**src/rtl/tick_bank_pkg.sv**
```systemverilog
package tick_bank_pkg;

    localparam int unsigned DATA_W = 32;
    localparam int unsigned ADDR_W = 12;

    // Byte offsets decoded by software drivers
    localparam logic [ADDR_W-1:0] OFS_LED    = 12'h000;
    localparam logic [ADDR_W-1:0] OFS_BTN    = 12'h008;
    localparam logic [ADDR_W-1:0] OFS_SEC    = 12'h010;
    localparam logic [ADDR_W-1:0] OFS_CENTI  = 12'h014;
    localparam logic [ADDR_W-1:0] OFS_CYC    = 12'h018;
    localparam logic [ADDR_W-1:0] OFS_RELOAD = 12'h020;
    localparam logic [ADDR_W-1:0] OFS_PSC    = 12'h024;
    localparam logic [ADDR_W-1:0] OFS_MISC   = 12'h04C;

    localparam int unsigned LED_W  = 2;
    localparam int unsigned MISC_W = 7;
    localparam logic [MISC_W-1:0] MISC_KEEP = 7'b111_1011;

    typedef enum logic [3:0] {
        SEL_LED, SEL_BTN, SEL_SEC, SEL_CENTI, SEL_CYC,
        SEL_RELOAD, SEL_PSC, SEL_MISC, SEL_NONE
    } reg_sel_e;

    typedef struct packed {
        logic              reload;
        logic              psc;
        logic              cyc;
        logic [DATA_W-1:0] data;
    } psc_wr_t;

    function automatic reg_sel_e decode_sel(input logic [ADDR_W-1:0] a);
        reg_sel_e s;
        case (a)
            OFS_LED:    s = SEL_LED;
            OFS_BTN:    s = SEL_BTN;
            OFS_SEC:    s = SEL_SEC;
            OFS_CENTI:  s = SEL_CENTI;
            OFS_CYC:    s = SEL_CYC;
            OFS_RELOAD: s = SEL_RELOAD;
            OFS_PSC:    s = SEL_PSC;
            OFS_MISC:   s = SEL_MISC;
            default:    s = SEL_NONE;
        endcase
        return s;
    endfunction

endpackage

```
**src/rtl/pulse_divider.sv**
```systemverilog
module pulse_divider #(
    parameter int unsigned DIVIDE = 10
) (
    input  logic clk,
    input  logic rst,
    output logic tick
);
    localparam int unsigned W = $clog2(DIVIDE > 1 ? DIVIDE : 2);
    localparam logic [W-1:0] LAST = W'(DIVIDE - 1);

    logic [W-1:0] count_q;

    assign tick = (count_q == LAST);

    always_ff @(posedge clk) begin
        if (rst)
            count_q <= '0;
        else if (tick)
            count_q <= '0;
        else
            count_q <= count_q + 1'b1;
    end
endmodule

```
**src/rtl/prescale_engine.sv**
```systemverilog
module prescale_engine
    import tick_bank_pkg::*;
(
    input  logic              clk,
    input  logic              rst,
    input  psc_wr_t           wr,
    output logic [DATA_W-1:0] reload_q,
    output logic [DATA_W-1:0] psc_q,
    output logic [DATA_W-1:0] cyc_q
);
    logic zero_hit;

    assign zero_hit = (psc_q == '0);

    always_ff @(posedge clk) begin
        if (rst) begin
            reload_q <= '0;
            psc_q    <= '0;
            cyc_q    <= '0;
        end else begin
            if (wr.reload)
                reload_q <= wr.data;

            if (wr.psc)
                psc_q <= wr.data;
            else if (zero_hit)
                psc_q <= reload_q;
            else
                psc_q <= psc_q - 1'b1;

            if (wr.cyc)
                cyc_q <= wr.data;
            else if (zero_hit)
                cyc_q <= cyc_q + 1'b1;
        end
    end
endmodule

```
**src/rtl/tick_counter_bank.sv**
```systemverilog
module tick_counter_bank
    import tick_bank_pkg::*;
#(
    parameter int unsigned SEC_DIV   = 125_000_000,
    parameter int unsigned CENTI_DIV = 1_250_000
) (
    input  logic              clk,
    input  logic              rst,
    input  logic              bus_en,
    input  logic              bus_we,
    input  logic [ADDR_W-1:0] bus_addr,
    input  logic [DATA_W-1:0] bus_wdata,
    output logic [DATA_W-1:0] bus_rdata,
    input  logic [LED_W-1:0]  btn_in,
    output logic [LED_W-1:0]  led_out,
    output logic [MISC_W-1:0] misc_out
);
    localparam int unsigned NUM_SLOW = 2;
    localparam int unsigned DIV_LIST [NUM_SLOW] = '{SEC_DIV, CENTI_DIV};
    localparam reg_sel_e    SEL_LIST [NUM_SLOW] = '{SEL_SEC, SEL_CENTI};

    reg_sel_e          sel;
    logic              wr;
    logic              tick_w [NUM_SLOW];
    logic [DATA_W-1:0] slow_q [NUM_SLOW];
    logic [DATA_W-1:0] reload_q, psc_q, cyc_q;
    logic [LED_W-1:0]  led_q;
    logic [MISC_W-1:0] misc_q;
    psc_wr_t           pwr;

    assign sel = decode_sel(bus_addr);
    assign wr  = bus_en & bus_we;

    for (genvar g = 0; g < NUM_SLOW; g++) begin : g_slow
        pulse_divider #(.DIVIDE(DIV_LIST[g])) u_div (
            .clk  (clk),
            .rst  (rst),
            .tick (tick_w[g])
        );

        always_ff @(posedge clk) begin
            if (rst)
                slow_q[g] <= '0;
            else if (wr && sel == SEL_LIST[g])
                slow_q[g] <= bus_wdata;
            else if (tick_w[g])
                slow_q[g] <= slow_q[g] + 1'b1;
        end
    end

    always_comb begin
        pwr.reload = wr && (sel == SEL_RELOAD);
        pwr.psc    = wr && (sel == SEL_PSC);
        pwr.cyc    = wr && (sel == SEL_CYC);
        pwr.data   = bus_wdata;
    end

    prescale_engine u_psc (
        .clk      (clk),
        .rst      (rst),
        .wr       (pwr),
        .reload_q (reload_q),
        .psc_q    (psc_q),
        .cyc_q    (cyc_q)
    );

    always_ff @(posedge clk) begin
        if (rst) begin
            led_q  <= '0;
            misc_q <= '0;
        end else if (wr) begin
            if (sel == SEL_LED)
                led_q <= bus_wdata[LED_W-1:0];
            if (sel == SEL_MISC)
                misc_q <= bus_wdata[MISC_W-1:0] & MISC_KEEP;
        end
    end

    assign led_out  = led_q;
    assign misc_out = misc_q;

    always_comb begin
        case (sel)
            SEL_LED:    bus_rdata = {{(DATA_W-LED_W){1'b0}}, led_q};
            SEL_BTN:    bus_rdata = {{(DATA_W-LED_W){1'b0}}, btn_in};
            SEL_SEC:    bus_rdata = slow_q[0];
            SEL_CENTI:  bus_rdata = slow_q[1];
            SEL_CYC:    bus_rdata = cyc_q;
            SEL_RELOAD: bus_rdata = reload_q;
            SEL_PSC:    bus_rdata = psc_q;
            SEL_MISC:   bus_rdata = {{(DATA_W-MISC_W){1'b0}}, misc_q};
            default:    bus_rdata = '0;
        endcase
    end
endmodule

```
**config.mk**
```make
export PLATFORM = sky130hd
export DESIGN_NAME = tick_counter_bank
export DESIGN_NICKNAME = d
export VERILOG_FILES = /design/src/rtl/tick_bank_pkg.sv /design/src/rtl/pulse_divider.sv /design/src/rtl/prescale_engine.sv /design/src/rtl/tick_counter_bank.sv
export SDC_FILE = /design/constraint.sdc
export NUM_CORES = 1
export LEC_CHECK = 0
export ABC_CLOCK_PERIOD_IN_PS = 5400
export BUFFER_PORTS_ARGS = -buffer_cell sky130_fd_sc_hd__buf_2
export CAP_MARGIN = 20
export CORE_ASPECT_RATIO = 1.4
export CORE_MARGIN = 2
export CORE_UTILIZATION = 38
export DETAILED_ROUTE_END_ITERATION = 16
export PLACE_DENSITY = 0.53
export SYNTH_ARGS = -nofsm -noshare
export SYNTH_HDL_FRONTEND = slang
export SYNTH_SLANG_ARGS = --single-unit
export TNS_END_PERCENT = 30
```
**constraint.sdc**
```tcl
create_clock -name clk -period 5.4 [get_ports clk]
set_input_delay 0.27 -clock clk [delete_from_list [all_inputs] [get_ports clk]]
set_output_delay 0.27 -clock clk [all_outputs]
set_load 0.005 [all_outputs]
```
Word-level counts from Yosys, hierarchy flattened
Memory sizes are Yosys's and may differ from the RTL's.
Index checks and enable logic that the tools add are counted.
{ "op_classes": {"add_sub_neg": 6, "mul": 0, "div_mod_pow": 0, "n_lt_le_gt_ge": 0, "n_eq_ne": 16, "n_shift": 0, "n_mux": 26, "bitwise": 5, "reduce_logical": 13} }
{ "ops": {"columns": ["cell", "n"], "rows": [
  ["2-to-1 mux 32 bit", 8],
  ["case mux 32 bit (8 select lines)", 1],
  ["adder 32 x 1 -> 32 bit (second input constant)", 3],
  ["== test 12 x 5 -> 1 bit (second input constant)", 3],
  ["zero test 32 bit", 1],
  ["case mux 4 bit (8 select lines)", 1],
  ["subtractor 32 x 1 -> 32 bit (second input constant)", 1],
  ["adder 27 x 1 -> 27 bit (second input constant)", 1],
  ["== test 27 bit (second input constant)", 1],
  ["== test 12 x 6 -> 1 bit (second input constant)", 2],
  ["adder 21 x 1 -> 21 bit (second input constant)", 1],
  ["== test 21 bit (second input constant)", 1],
  ["== test 4 x 3 -> 1 bit (second input constant)", 4],
  ["2-to-1 mux 1 bit", 16],
  ["== test 12 x 4 -> 1 bit (second input constant)", 1],
  ["== test 12 x 7 -> 1 bit (second input constant)", 1],
  ["zero test 12 bit", 1],
  ["== test 4 x 2 -> 1 bit (second input constant)", 2],
  ["logical AND 1 bit", 5],
  ["== test 4 x 1 -> 1 bit (second input constant)", 1],
  ["zero test 4 bit", 1],
  ["OR 1 bit", 4],
  ["AND reduction 2 bit", 2],
  ["OR reduction 2 bit", 2],
  ["2 further kinds", 2]
]} }
{ "totals": {"ff_bits": 152, "latch_bits": 0, "ram_bits": 64, "mem_bits_ro": 0, "in_bits": 50, "word_cells": 74, "mem_count": 1} }
{ "mem_list": {"columns": ["memory", "words", "word_bits", "read_ports", "rd_ports_with_merged_regs", "write_ports", "line", "source"], "rows": [
  ["slow_q", 2, 32, 2, 0, 2, "tick_counter_bank.sv:25", "logic [DATA_W-1:0] slow_q [NUM_SLOW];"]
]} }

Logic depth before layout (Yosys ltp)
Gate-level depths: netlist of run 1.
{ "logic_depth": {"word_depth": 9, "depth_mapped": 9, "mapped_depth_nobuf": 8} }

Modules after synthesis
From an unflattened synthesis of run 1, not the netlist that was laid out.
{ "hier_totals": {"hier_cells": 1417, "area_unflattened_um2": 13030.0} }
{ "modules_own_cells": {"columns": ["module", "instances", "cells_per_inst", "area_per_inst_um2", "seq_area_each_um2"], "rows": [
  ["tick_counter_bank", 1, 573, 5795.6, 2082.0],
  ["prescale_engine", 1, 582, 4858.4, 1921.8],
  ["pulse_divider at g_slow[0].u_div", 1, 150, 1361.3, 540.5],
  ["pulse_divider at g_slow[1].u_div", 1, 112, 1014.7, 420.4]
]} }

Least setup slack after synthesis of run 1
OpenSTA, ideal clock, no wires.
{ "synth_timing": {"kind": "input to register", "startpoint": "in bus_addr[6]", "endpoint": "mem slow_q[0][0], enable pin", "setup_time_ns": 0.394, "t_arrival_ns": 2.515, "required_time_ns": 5.006, "slack_ns": 2.491, "path_stages": 7, "path_buffers": 2, "path_cell_list": "buf_2 > nor4b_1 > nand2_1 > a2111oi_2 > clkbuf_1 > inv_1 > nand2b_1"} }
{ "synth_lines": {"columns": ["item", "line", "source"], "rows": [
  ["from (decl)", "tick_counter_bank.sv:11", "input logic [ADDR_W-1:0] bus_addr,"],
  ["to (decl)", "tick_counter_bank.sv:25", null]
]} }

==> results of run 1 <==
==> power by group through the flow <==
stage	clock [mW]	sequential (mW)	combinational, mW
after floorplan	0	1.94	0.990
after global placement	0	2.00	1.25
after detailed placement	0	2.00	1.27
after CTS	1.75	1.97	1.27
after global routing	1.81	1.99	1.41
final	1.71	1.97	1.27
==> registers in the layout (all words and copies together), names as in the netlist <==
signal / flops
slow_q: 64
g_slow.u_div.count_q: 48
led_out: 2
u_psc.cyc_q: 32
misc_out: 6
u_psc.reload_q: 32
u_psc.psc_q: 32
==> layout make-up <==
type / count / area [um^2] / share of cell area (%)
Clock buffer: 39 / 790.8 / 5.542
Timing Repair Buffer: 109 / 598.1 / 4.192
Clock inverter: 5 / 27.53 / 0.1929
Tap cell: 445 / 556.8 / 3.902
Inverter: 23 / 86.33 / 0.6051
Multi-Input combinational cell: 1187 / 7244 / 50.77
Sequential cell: 216 / 4965 / 34.79
==> worst reg2reg max path: stages (launching register included) <==
cell and delay, ns:
edfxtp_1 0.45, ha_1 0.25, and4_1 0.35, nor3b_1 0.71, nand3_1 0.18, xnor2_1 0.16
or3b_2 0.45, a21oi_1 0.14
==> kinds of logic after synthesis <==
logic type                 after synthesis
DFF                                    216
xor gates and xnor gates               151
muxes                                   43
AOI/OAI and AO/OA                      280
adders and majority gates                7
other                                    1
buffers and inverters                  118
and+or+nand+nor                        705
==> cell usage after synthesis (7+ instances only) <==
cell	count	area [um^2]
ha_1	7	87.58
and3_1	22	137.6
clkbuf_1	64	240.2
and4_1	13	113.9
a21oi_1	98	490.5
xor2_1	87	762.0
o211ai_1	17	127.6
nor4_1	17	106.4
o221ai_1	7	61.31
inv_1	23	86.33
buf_2	21	105.1
or3_1	40	250.2
nand2_1	219	822.0
o21ai_0	55	275.3
o32ai_1	7	61.31
mux2i_1	43	430.4
nand3_1	60	300.3
dfxtp_1	152	3043
a221o_1	37	370.4
nand4_1	51	319.1
nand2b_1	7	43.79
xnor2_1	64	560.5
edfxtp_1	64	1922
a211oi_1	24	180.2
nor2_1	167	626.9
nor3_1	56	280.3
a22oi_1	9	67.56
==> final timing paths <==
kind | start | end | slack, ns
worst max-delay path | slow_q[1][0] | slow_q[1][22] | 2.56
worst min-delay path | bus_wdata[28] | u_psc.reload_q[28] | 0.07
worst min register to register | u_psc.reload_q[6] | u_psc.reload_q[6] | 0.47
worst max register to register | slow_q[1][0] | slow_q[1][22] | 2.56
==> per-layer routing <==
metal  up-vias  global-route usage (%)  part of all wire, %  wire [um]
li1       5577                       -                    -          -
met3        83                   2.458                  4.1       1700
met1      5437                   28.30                   41      16720
met2       306                   42.09                   50      20780
met4         0                   11.17                  4.8       1972
met5         -                       0                    0          0
==> results_dict.tcl, run 1 <==
set metrics [dict create \
    io_buffers 89 \
    synth_compound_area_share_pct 14.77 \
    core_um2 33010 \
    htree_levels 1 \
    placed_cell_area_um2 13450 \
    root_buffer "clkbuf_16" \
    switchingPower_mw 1.665 \
    num-nets-final 1619 \
    p_leak_nw 4.945 \
    rsz0062_at_grt "false" \
    ios 91 \
    path_max_fanout 6 \
    relSlewSlack_pct 31.40 \
    vdd_ir_drop_max_uv 212.7 \
    worst_hold_path_type "input pin to register" \
    cts_tree "yes" \
    routed_wirelength_um 41180 \
    synth_mux_area_share_pct 3.395 \
    pwr-share-clk_pct 34.5 \
    powerDensity_nw_per_um2 346.5 \
    hold_buffers 0 \
    ant_nets 0 \
    synthesis.area_um2 12680 \
    mostFrequentLayoutCell "nand2_1" \
    cts_resized 0 \
    ys_warn_count 0 \
    cts_inserted_buffers 25 \
    total_power_mw 4.944 \
    wire_per_inst_um 20.35 \
    mostFrequentLayoutCells "nand2_1, nor2_1, dfxtp_1, a21oi_1, buf_2" \
    path_buf_inv 0 \
    ys_ff_latch 216 \
    finalCritPeriodShare_pct 52.53 \
    cts_sinks 216 \
    finClkSkew_ns 0.01789 \
    max-cap-violations 0 \
    overflow 0 \
    fmax_mhz 352.5 \
    cp.required_ns 5.79 \
    crit_chain "ha_1 > and4_1 > nor3b_1 > nand3_1 > xnor2_1 > or3b_2 > a21oi_1" \
    num_vias 11403 \
    areaGrowthSynthToFinish_pct 12.55 \
    p_sw_share_pct 33.68 \
    grtUsageTotal_pct 23.62 \
    path_class "register to register" \
    synth_xor_area_share_pct 10.43 \
    grt_max_degree 65 \
    synthesis.nets 1578 \
    syn_inst 1521 \
    clk_latency_ns 0.54 \
    ys.flop_type "dfxtp_1" \
    whs_path_depth 3 \
    critical_path_arrival_ns 3.22 \
    fill_cells 3405 \
    first_pass_iters 5 \
    stdcell_count 2024 \
    place_inst 1980 \
    min_period_ns 2.837 \
    hold_viol 0 \
    die_h_um 220.1 \
    fin_tns_setup_ns 0 \
    finalMaxSlewViolations 0 \
    cpMaxStageDelayCell "nor3b_1" \
    async_flop_share_pct 0 \
    path_delay_family "simple AND/OR/NAND/NOR gates" \
    clockBufferDepth 3 \
    startpoint_type "register" \
    synth_fa_ha_area_share_pct 0.6909 \
    crit_path_end_kind "register" \
    synth_edf_count 64 \
    via_per_inst 5.634 \
    drcViolationCount 0 \
    status "finished clean" \
    grt_pass1_wl_um 63450 \
    antenna_cells 0 \
    internal-power_mw 3.279 \
    design.die.area_um2 34860 \
    worst-path-stages 7 \
    yosysSeqAreaShare_pct 39.16 \
    seqPwrFrac_pct 39.9 \
    synth_area_per_cell_um2 8.335 \
    final_area_um2 14270 \
    drtIter0Drc 809 \
    finalWorstSetupSlack_ns 2.563 \
    critPathMaxStageDelay_ns 0.71 \
    r2r_cells 7 \
    whs_ns 0.06807 \
    drive_gt1_share_pct 11.27 \
    tightest_slew_ns 1.029 \
    num_rows 79 \
    comb_power_share_pct 25.6 \
    synth-simple-area-share_pct 27.59 \
    yosys.cell_types.count 72 \
    die_x_um 158.4 \
    synth_top_family_by_area "simple AND/OR/NAND/NOR gates" \
    utilization_pct 43.22 \
    dp_slack_ns 2.091 \
    clkTransAtPathRegs_ns 0.06 \
    place_congestion 0.8648 \
    start_util_pct 38.40 \
    antenna_found_initial 0 \
    grt_pass1_vias 10933 \
    dp_hpwl_um 29290 \
    cts_setup_buffers 0 \
    setup_viol 0 \
]
Power figures use the tool's default switching activity.
==> run 2: changes to the inputs <==
--- a/config.mk
+++ b/config.mk
@@ -5,7 +5,7 @@
 export SDC_FILE = /design/constraint.sdc
 export NUM_CORES = 1
 export LEC_CHECK = 0
-export ABC_CLOCK_PERIOD_IN_PS = 5400
+export ABC_CLOCK_PERIOD_IN_PS = 2900
 export BUFFER_PORTS_ARGS = -buffer_cell sky130_fd_sc_hd__buf_2
 export CAP_MARGIN = 20
 export CORE_ASPECT_RATIO = 1.4
==> constraint.sdc (replaced) <==
create_clock -name clk -period 2.9 [get_ports clk]
set_input_delay 0.145 -clock clk [delete_from_list [all_inputs] [get_ports clk]]
set_output_delay 0.145 -clock clk [all_outputs]
set_load 0.005 [all_outputs]
==> run 2 against run 1 <==
  * Worst hold slack better by 0.14 ns
  * Final area rose by 4.4%
  * Clock power increased by 88%
  * Critical path depth increased by 1
  * Routed wire length is 4.5% higher
  * Critical path type unchanged
  * Largest cell class unchanged
  * Largest power group unchanged
  * Highest routed layer unchanged
==> results_dict.tcl, run 2 (synthesized netlist as in run 1, its figures left out) <==
set metrics [dict create \
    largest_reg_flops 64 \
    cp.required_ns 3.33 \
    cp-endpoint "u_psc.cyc_q[23]" \
    areaGrowthSynthToFinish_pct 17.46 \
    die_h_um 220.1 \
    mostFrequentLayoutCell "nand2_1" \
    reg.largest.list "slow_q (64), g_slow.u_div.count_q (48)" \
    finalWorstSetupSlack_ns 0.2978 \
    start_util_pct 38.40 \
    utilization_pct 45.10 \
    r2r_cells 8 \
    pwr-share-clk_pct 33.8 \
    drtIter0Drc 782 \
    p_leak_nw 5.256 \
    io_buffers 89 \
    design.die.area_um2 34860 \
    regMostFlops "slow_q" \
    cts_sinks 216 \
    path_max_fanout 7 \
    setup_viol 0 \
    r2r_slack_ns 0.30 \
    ant_nets 0 \
    drive_gt1_share_pct 13.11 \
    fin_tns_setup_ns 0 \
    cts_resized 0 \
    clkTransAtPathRegs_ns 0.06 \
    grt_max_degree 53 \
    cts_inserted_buffers 25 \
    num_vias 11740 \
    whs_path_depth 5 \
    vdd_ir_drop_max_uv 466.9 \
    wire_per_inst_um 20.57 \
    root_buffer "clkbuf_16" \
    switchingPower_mw 3.219 \
    clockBufferDepth 3 \
    place_congestion 0.8707 \
    dp_hpwl_um 31230 \
    tightest_slew_ns 0.9828 \
    seqPwrFrac_pct 38.6 \
    hold_viol 0 \
    htree_levels 1 \
    max-cap-violations 0 \
    critical_path_arrival_ns 3.04 \
    crit_path_end_kind "register" \
    finClkSkew_ns 0.02602 \
    finalCritPeriodShare_pct 89.73 \
    first_pass_iters 5 \
    p_sw_share_pct 33.87 \
    antenna_found_initial 0 \
    routed_wirelength_um 43030 \
    status "finished clean" \
    crit_chain "inv_1 > ha_1 > nor4b_2 > nand4_4 > nor3_4 > nand3_4 > or3_1 > a311oi_1" \
    worst_hold_path_type "input pin to register" \
    relSlewSlack_pct 34.24 \
    drcViolationCount 0 \
    finalMaxSlewViolations 0 \
    comb_power_share_pct 27.6 \
    powerDensity_nw_per_um2 638.3 \
    ios 91 \
    timing.rr.start "u_psc.psc_q[0]" \
    whs_ns 0.2073 \
    overflow 0 \
    critPathMaxStageDelay_ns 0.48 \
    mostFrequentLayoutCells "nand2_1, nor2_1, dfxtp_1, a21oi_1, buf_2" \
    r2r_end "u_psc.cyc_q[23]" \
    die_x_um 158.4 \
    cpMaxStageDelayCell "nor4b_2" \
    dp_slack_ns 0.3385 \
    fmax_mhz 384.3 \
    num_rows 79 \
    cp-startpoint "u_psc.psc_q[0]" \
    core_um2 33010 \
    antenna_cells 0 \
    internal-power_mw 6.286 \
    path_class "register to register" \
    via_per_inst 5.612 \
    num-nets-final 1685 \
    clk_latency_ns 0.55 \
    grt_pass1_vias 11151 \
    min_period_ns 2.602 \
    startpoint_type "register" \
    grtUsageTotal_pct 24.57 \
    grt_pass1_wl_um 65550 \
    rsz0062_at_grt "false" \
    cts_tree "yes" \
]
-- run 2: changes by cell type in the layout (fill, tap and decap cells not counted), moves of 2 or more --
cell           previous run  this run
clkinvlp_4                0         2
buf_4                    21        52
clkbuf_8                  7         9
buf_12                    0         2
dlygate4sd3_1             0        33
clkbuf_1                  5         3
-- run 2: worst min-delay path by stage --
stage	from	endpoint	slack, ns
3_5_place_dp	g_slow[0].u_div.count_q[0]	g_slow[0].u_div.count_q[0]	0.46
4_1_cts	bus_we	led_out[0]	0.20
2_1_floorplan	bus_wdata[8]	u_psc.cyc_q[8]	0.27
6_report	bus_we	led_out[0]	0.21
3_3_place_gp	g_slow[1].u_div.count_q[0]	g_slow[1].u_div.count_q[0]	0.44
5_1_grt	bus_we	led_out[0]	0.23
-- run 2: worst max-delay path: cells and delay by family, from the launching register on --
kind	cells	cell delay (ns)
compound gates	1	0.28
fa+ha+maj	1	0.17
buf+inv	1	0.10
flops	1	0.35
simple gates	5	1.62
-- run 2: final cells by class --
class | count | area, um^2
repair buffers | 175 | 1201
multi-input cells | 1187 | 7244
fillers | 3359 | 18120
flip-flops and latches | 216 | 4965
clock inverters | 7 | 43.79
well taps | 445 | 556.8
inverters | 23 | 86.33
clock buffers | 39 | 793.3
-- run 2: through the flow --
step / total power, mW / instances / area [um^2]
final: 9.505 / 2092 / 14890
after global routing: 10.01 / 2092 / 14890
after CTS: 9.560 / 2092 / 14890
after detailed placement: 6.292 / 2013 / 13720
after global placement: 6.269 / 2013 / 13720
after floorplan: 5.456 / 1521 / 12680
-- run 2: routing by layer --
metal	vias to the layer above	part of all wire, %	global-route usage, %
li1	5708	-	-
met1	5617	40	29.29
met2	313	50	43.39
met3	102	4.0	2.340
met4	0	5.8	13.09
met5	-	0	0
-- run 2: timing repair --
action,CTS,global route
hold endpoints to repair,81,0
buffers inserted,0,0
hold buffers,33,0
-- run 2: power by group through the flow --
| stage | clock [mW] | combinational, mW | sequential [mW] |
|---|---|---|---|
| 3_3_place_gp | 0 | 2.55 | 3.72 |
| 2_1_floorplan | 0 | 1.84 | 3.61 |
| 3_5_place_dp | 0 | 2.57 | 3.72 |
| 4_1_cts | 3.28 | 2.63 | 3.66 |
| 5_1_grt | 3.42 | 2.89 | 3.71 |
| 6_report | 3.22 | 2.62 | 3.67 |
==> run 3: changes to the inputs <==
--- a/config.mk
+++ b/config.mk
@@ -5,6 +5,7 @@
 export SDC_FILE = /design/constraint.sdc
 export NUM_CORES = 1
 export LEC_CHECK = 0
+export ABC_AREA = 1
 export ABC_CLOCK_PERIOD_IN_PS = 2900
 export BUFFER_PORTS_ARGS = -buffer_cell sky130_fd_sc_hd__buf_2
 export CAP_MARGIN = 20
@@ -13,6 +14,7 @@
 export CORE_UTILIZATION = 38
 export DETAILED_ROUTE_END_ITERATION = 16
 export PLACE_DENSITY = 0.53
+export SETUP_SLACK_MARGIN = 0.15
 export SYNTH_ARGS = -nofsm -noshare
 export SYNTH_HDL_FRONTEND = slang
 export SYNTH_SLANG_ARGS = --single-unit
==> run 3 against run 2 <==
  * Worst hold slack worse by 0.18 ns
  * Core utilization is 0.64 points lower
  * Clock skew is 0.0042 ns lower
  * Total power is 7.7% higher
  * Sequential power hardly changed
  * Clock power is 3% higher
  * Die area is 9.5% higher
  * Largest power group unchanged
==> results_dict.tcl, run 3 <==
set metrics [dict create \
    fill_cells 3923 \
    num_vias 14249 \
    async_flop_share_pct 0 \
    vdd_ir_drop_max_uv 532.0 \
    cts_sinks 216 \
    worst_hold_path_type "input pin to register" \
    tightest_slew_ns 0.9931 \
    cp.required_ns 2.76 \
    htree_levels 1 \
    num_rows 82 \
    drive_gt1_share_pct 9.768 \
    yosys.cell_types.count 54 \
    synthTopCellsByArea "dfxtp_1, edfxtp_1, nand2_1, inv_1, nor2_1" \
    wire_per_inst_um 19.73 \
    first_pass_iters 5 \
    via_per_inst 5.351 \
    ant_nets 0 \
    regMostFlops "slow_q" \
    powerDensity_nw_per_um2 641.1 \
    ys.flop_type "dfxtp_1" \
    dp_hpwl_um 40320 \
    synth_xor_area_share_pct 5.731 \
    io_buffers 89 \
    largest_reg_flops 64 \
    synth_compound_area_share_pct 14.47 \
    synth_mux_area_share_pct 0 \
    antenna_found_initial 0 \
    synth.top_cell.area_share_pct 21.88 \
    cts_inserted_buffers 26 \
    design.die.area_um2 38170 \
    p_leak_nw 6.605 \
    synth_fa_ha_area_share_pct 0.6298 \
    finClkSkew_ns 0.02186 \
    ys_warn_count 0 \
    synth-simple-area-share_pct 31.60 \
    finalMaxSlewViolations 0 \
    synth_top_family_by_area "simple AND/OR/NAND/NOR gates" \
    grt_max_degree 63 \
    setup_viol 0 \
    path_max_fanout 29 \
    die_x_um 165.7 \
    areaGrowthSynthToFinish_pct 14.80 \
    status "finished clean" \
    drtIter0Drc 1097 \
    ys_ff_latch 216 \
    min_period_ns 2.494 \
    hold_viol 0 \
    register_area_um2 4965 \
    finalCritPeriodShare_pct 85.99 \
    synthesis.area_um2 13910 \
    startpoint_type "input pin" \
    synthesis.nets 2132 \
    syn_inst 2075 \
    overflow 0 \
    clockBufferDepth 3 \
    crit_path_end_kind "primary output" \
    antenna_cells 0 \
    rsz0062_at_grt "false" \
    drcViolationCount 0 \
    max-cap-violations 0 \
    routed_wirelength_um 52530 \
    yosysSeqAreaShare_pct 35.70 \
    cts_tree "yes" \
    place_congestion 0.9546 \
    root_buffer "clkbuf_16" \
    grt_pass1_vias 13529 \
    path_class "input pin to primary output" \
    stdcell_count 2663 \
    cts_setup_buffers 0 \
    mostFrequentLayoutCells "nand2_1, inv_1, nor2_1, dfxtp_1, nand3_1" \
    place_inst 2591 \
    relSlewSlack_pct 33.72 \
    mostFrequentLayoutCell "nand2_1" \
    fmax_mhz 401.0 \
    multi_input_comb_area_um2 7305 \
    synth_area_per_cell_um2 6.702 \
    grtUsageTotal_pct 26.75 \
    yosysTopAreaCell "dfxtp_1" \
    grt_pass1_wl_um 79380 \
    synth_edf_count 64 \
    ios 91 \
    placed_cell_area_um2 14880 \
    die_h_um 230.4 \
    synth.most_common_cell "nand2_1" \
    final_area_um2 15970 \
    reg.largest.list "slow_q (64), g_slow.u_div.count_q (48)" \
    clk_latency_ns 0.55 \
    fin_tns_setup_ns 0 \
    utilization_pct 44.46 \
    start_util_pct 38.73 \
    synth_top_cells_by_count "nand2_1, inv_1, nor2_1" \
    critical_path_arrival_ns 2.35 \
    clkTransAtPathRegs_ns 0.06 \
    total_power_mw 10.24 \
    num-nets-final 2239 \
    core_um2 35910 \
]
-- run 3: timing repair --
item,4_1_cts,5_1_grt
gates resized for setup,0,0
hold buffers,25,0
endpoints found under the hold margin,52,0
setup endpoints to repair,0,0
-- run 3: final cells by class --
class / count / area share, %
Inverter: 358 / 8.425
Clock buffer: 39 / 4.702
Timing Repair Buffer: 144 / 5.846
Sequential cell: 216 / 31.10
Clock inverter: 8 / 0.5564
Tap cell: 462 / 3.621
Multi-Input combinational cell: 1436 / 45.75
-- run 3: where the power goes --
| part | leakage, nW | switching, mW | internal [mW] |
|---|---|---|---|
| Combinational | 4.34 | 2.18 | 1.08 |
| Sequential | 1.85 | 0.283 | 3.37 |
| Clock | 0.414 | 1.37 | 1.96 |
| Total | 6.60 | 3.84 | 6.40 |
-- run 3: cells by family after synthesis --
group | after synthesis
AO/OA/AOI/OAI | 337
XOR/XNOR | 91
adder cells (fa/ha/maj) | 7
buffers and inverters | 423
flip-flops | 216
other | 1
AND/OR/NAND/NOR | 1000
-- run 3: worst paths after layout --
kind | from | slack [ns] | end | cells past startpoint
worst max-delay path | bus_addr[11] | 0.41 | bus_rdata[12] | 11
worst min-delay path | bus_wdata[19] | 0.03 | u_psc.reload_q[19] | 3
worst max register to register | u_psc.psc_q[0] | 0.44 | u_psc.psc_q[31] | 12
worst min register to register | g_slow[1].u_div.count_q[0] | 0.44 | g_slow[1].u_div.count_q[0] | 1
-- run 3: metrics by stage --
| step | hold slack [ns] | worst slack [ns] |
|---|---|---|
| detailed placement | 0.4336 | 0.4346 |
| CTS | 0.0004305 | 0.4391 |
| finish | 0.03184 | 0.4062 |
| floorplan | 0.2933 | 0.5736 |
| global placement | 0.4289 | 0.4729 |
| global route | 0.02967 | 0.1870 |
-- run 3: critical path: stages --
cell and delay (ns):
buf_2 0.10, nor2_2 0.14, nand2_4 0.11, nor2_1 0.13, nand2_2 0.13, nand3_2 0.16
nand3_1 0.16, inv_1 0.76, nand2_1 0.10, o2111ai_1 0.20, buf_2 0.19
-- run 3: metal layers --
layer	track usage (%)	routed length, um	vias to the layer above
met3	2.606	2508	132
li1	-	-	6973
met1	32.30	21270	6660
met4	15.76	3424	0
met2	46.27	25320	484
met5	0	0	-
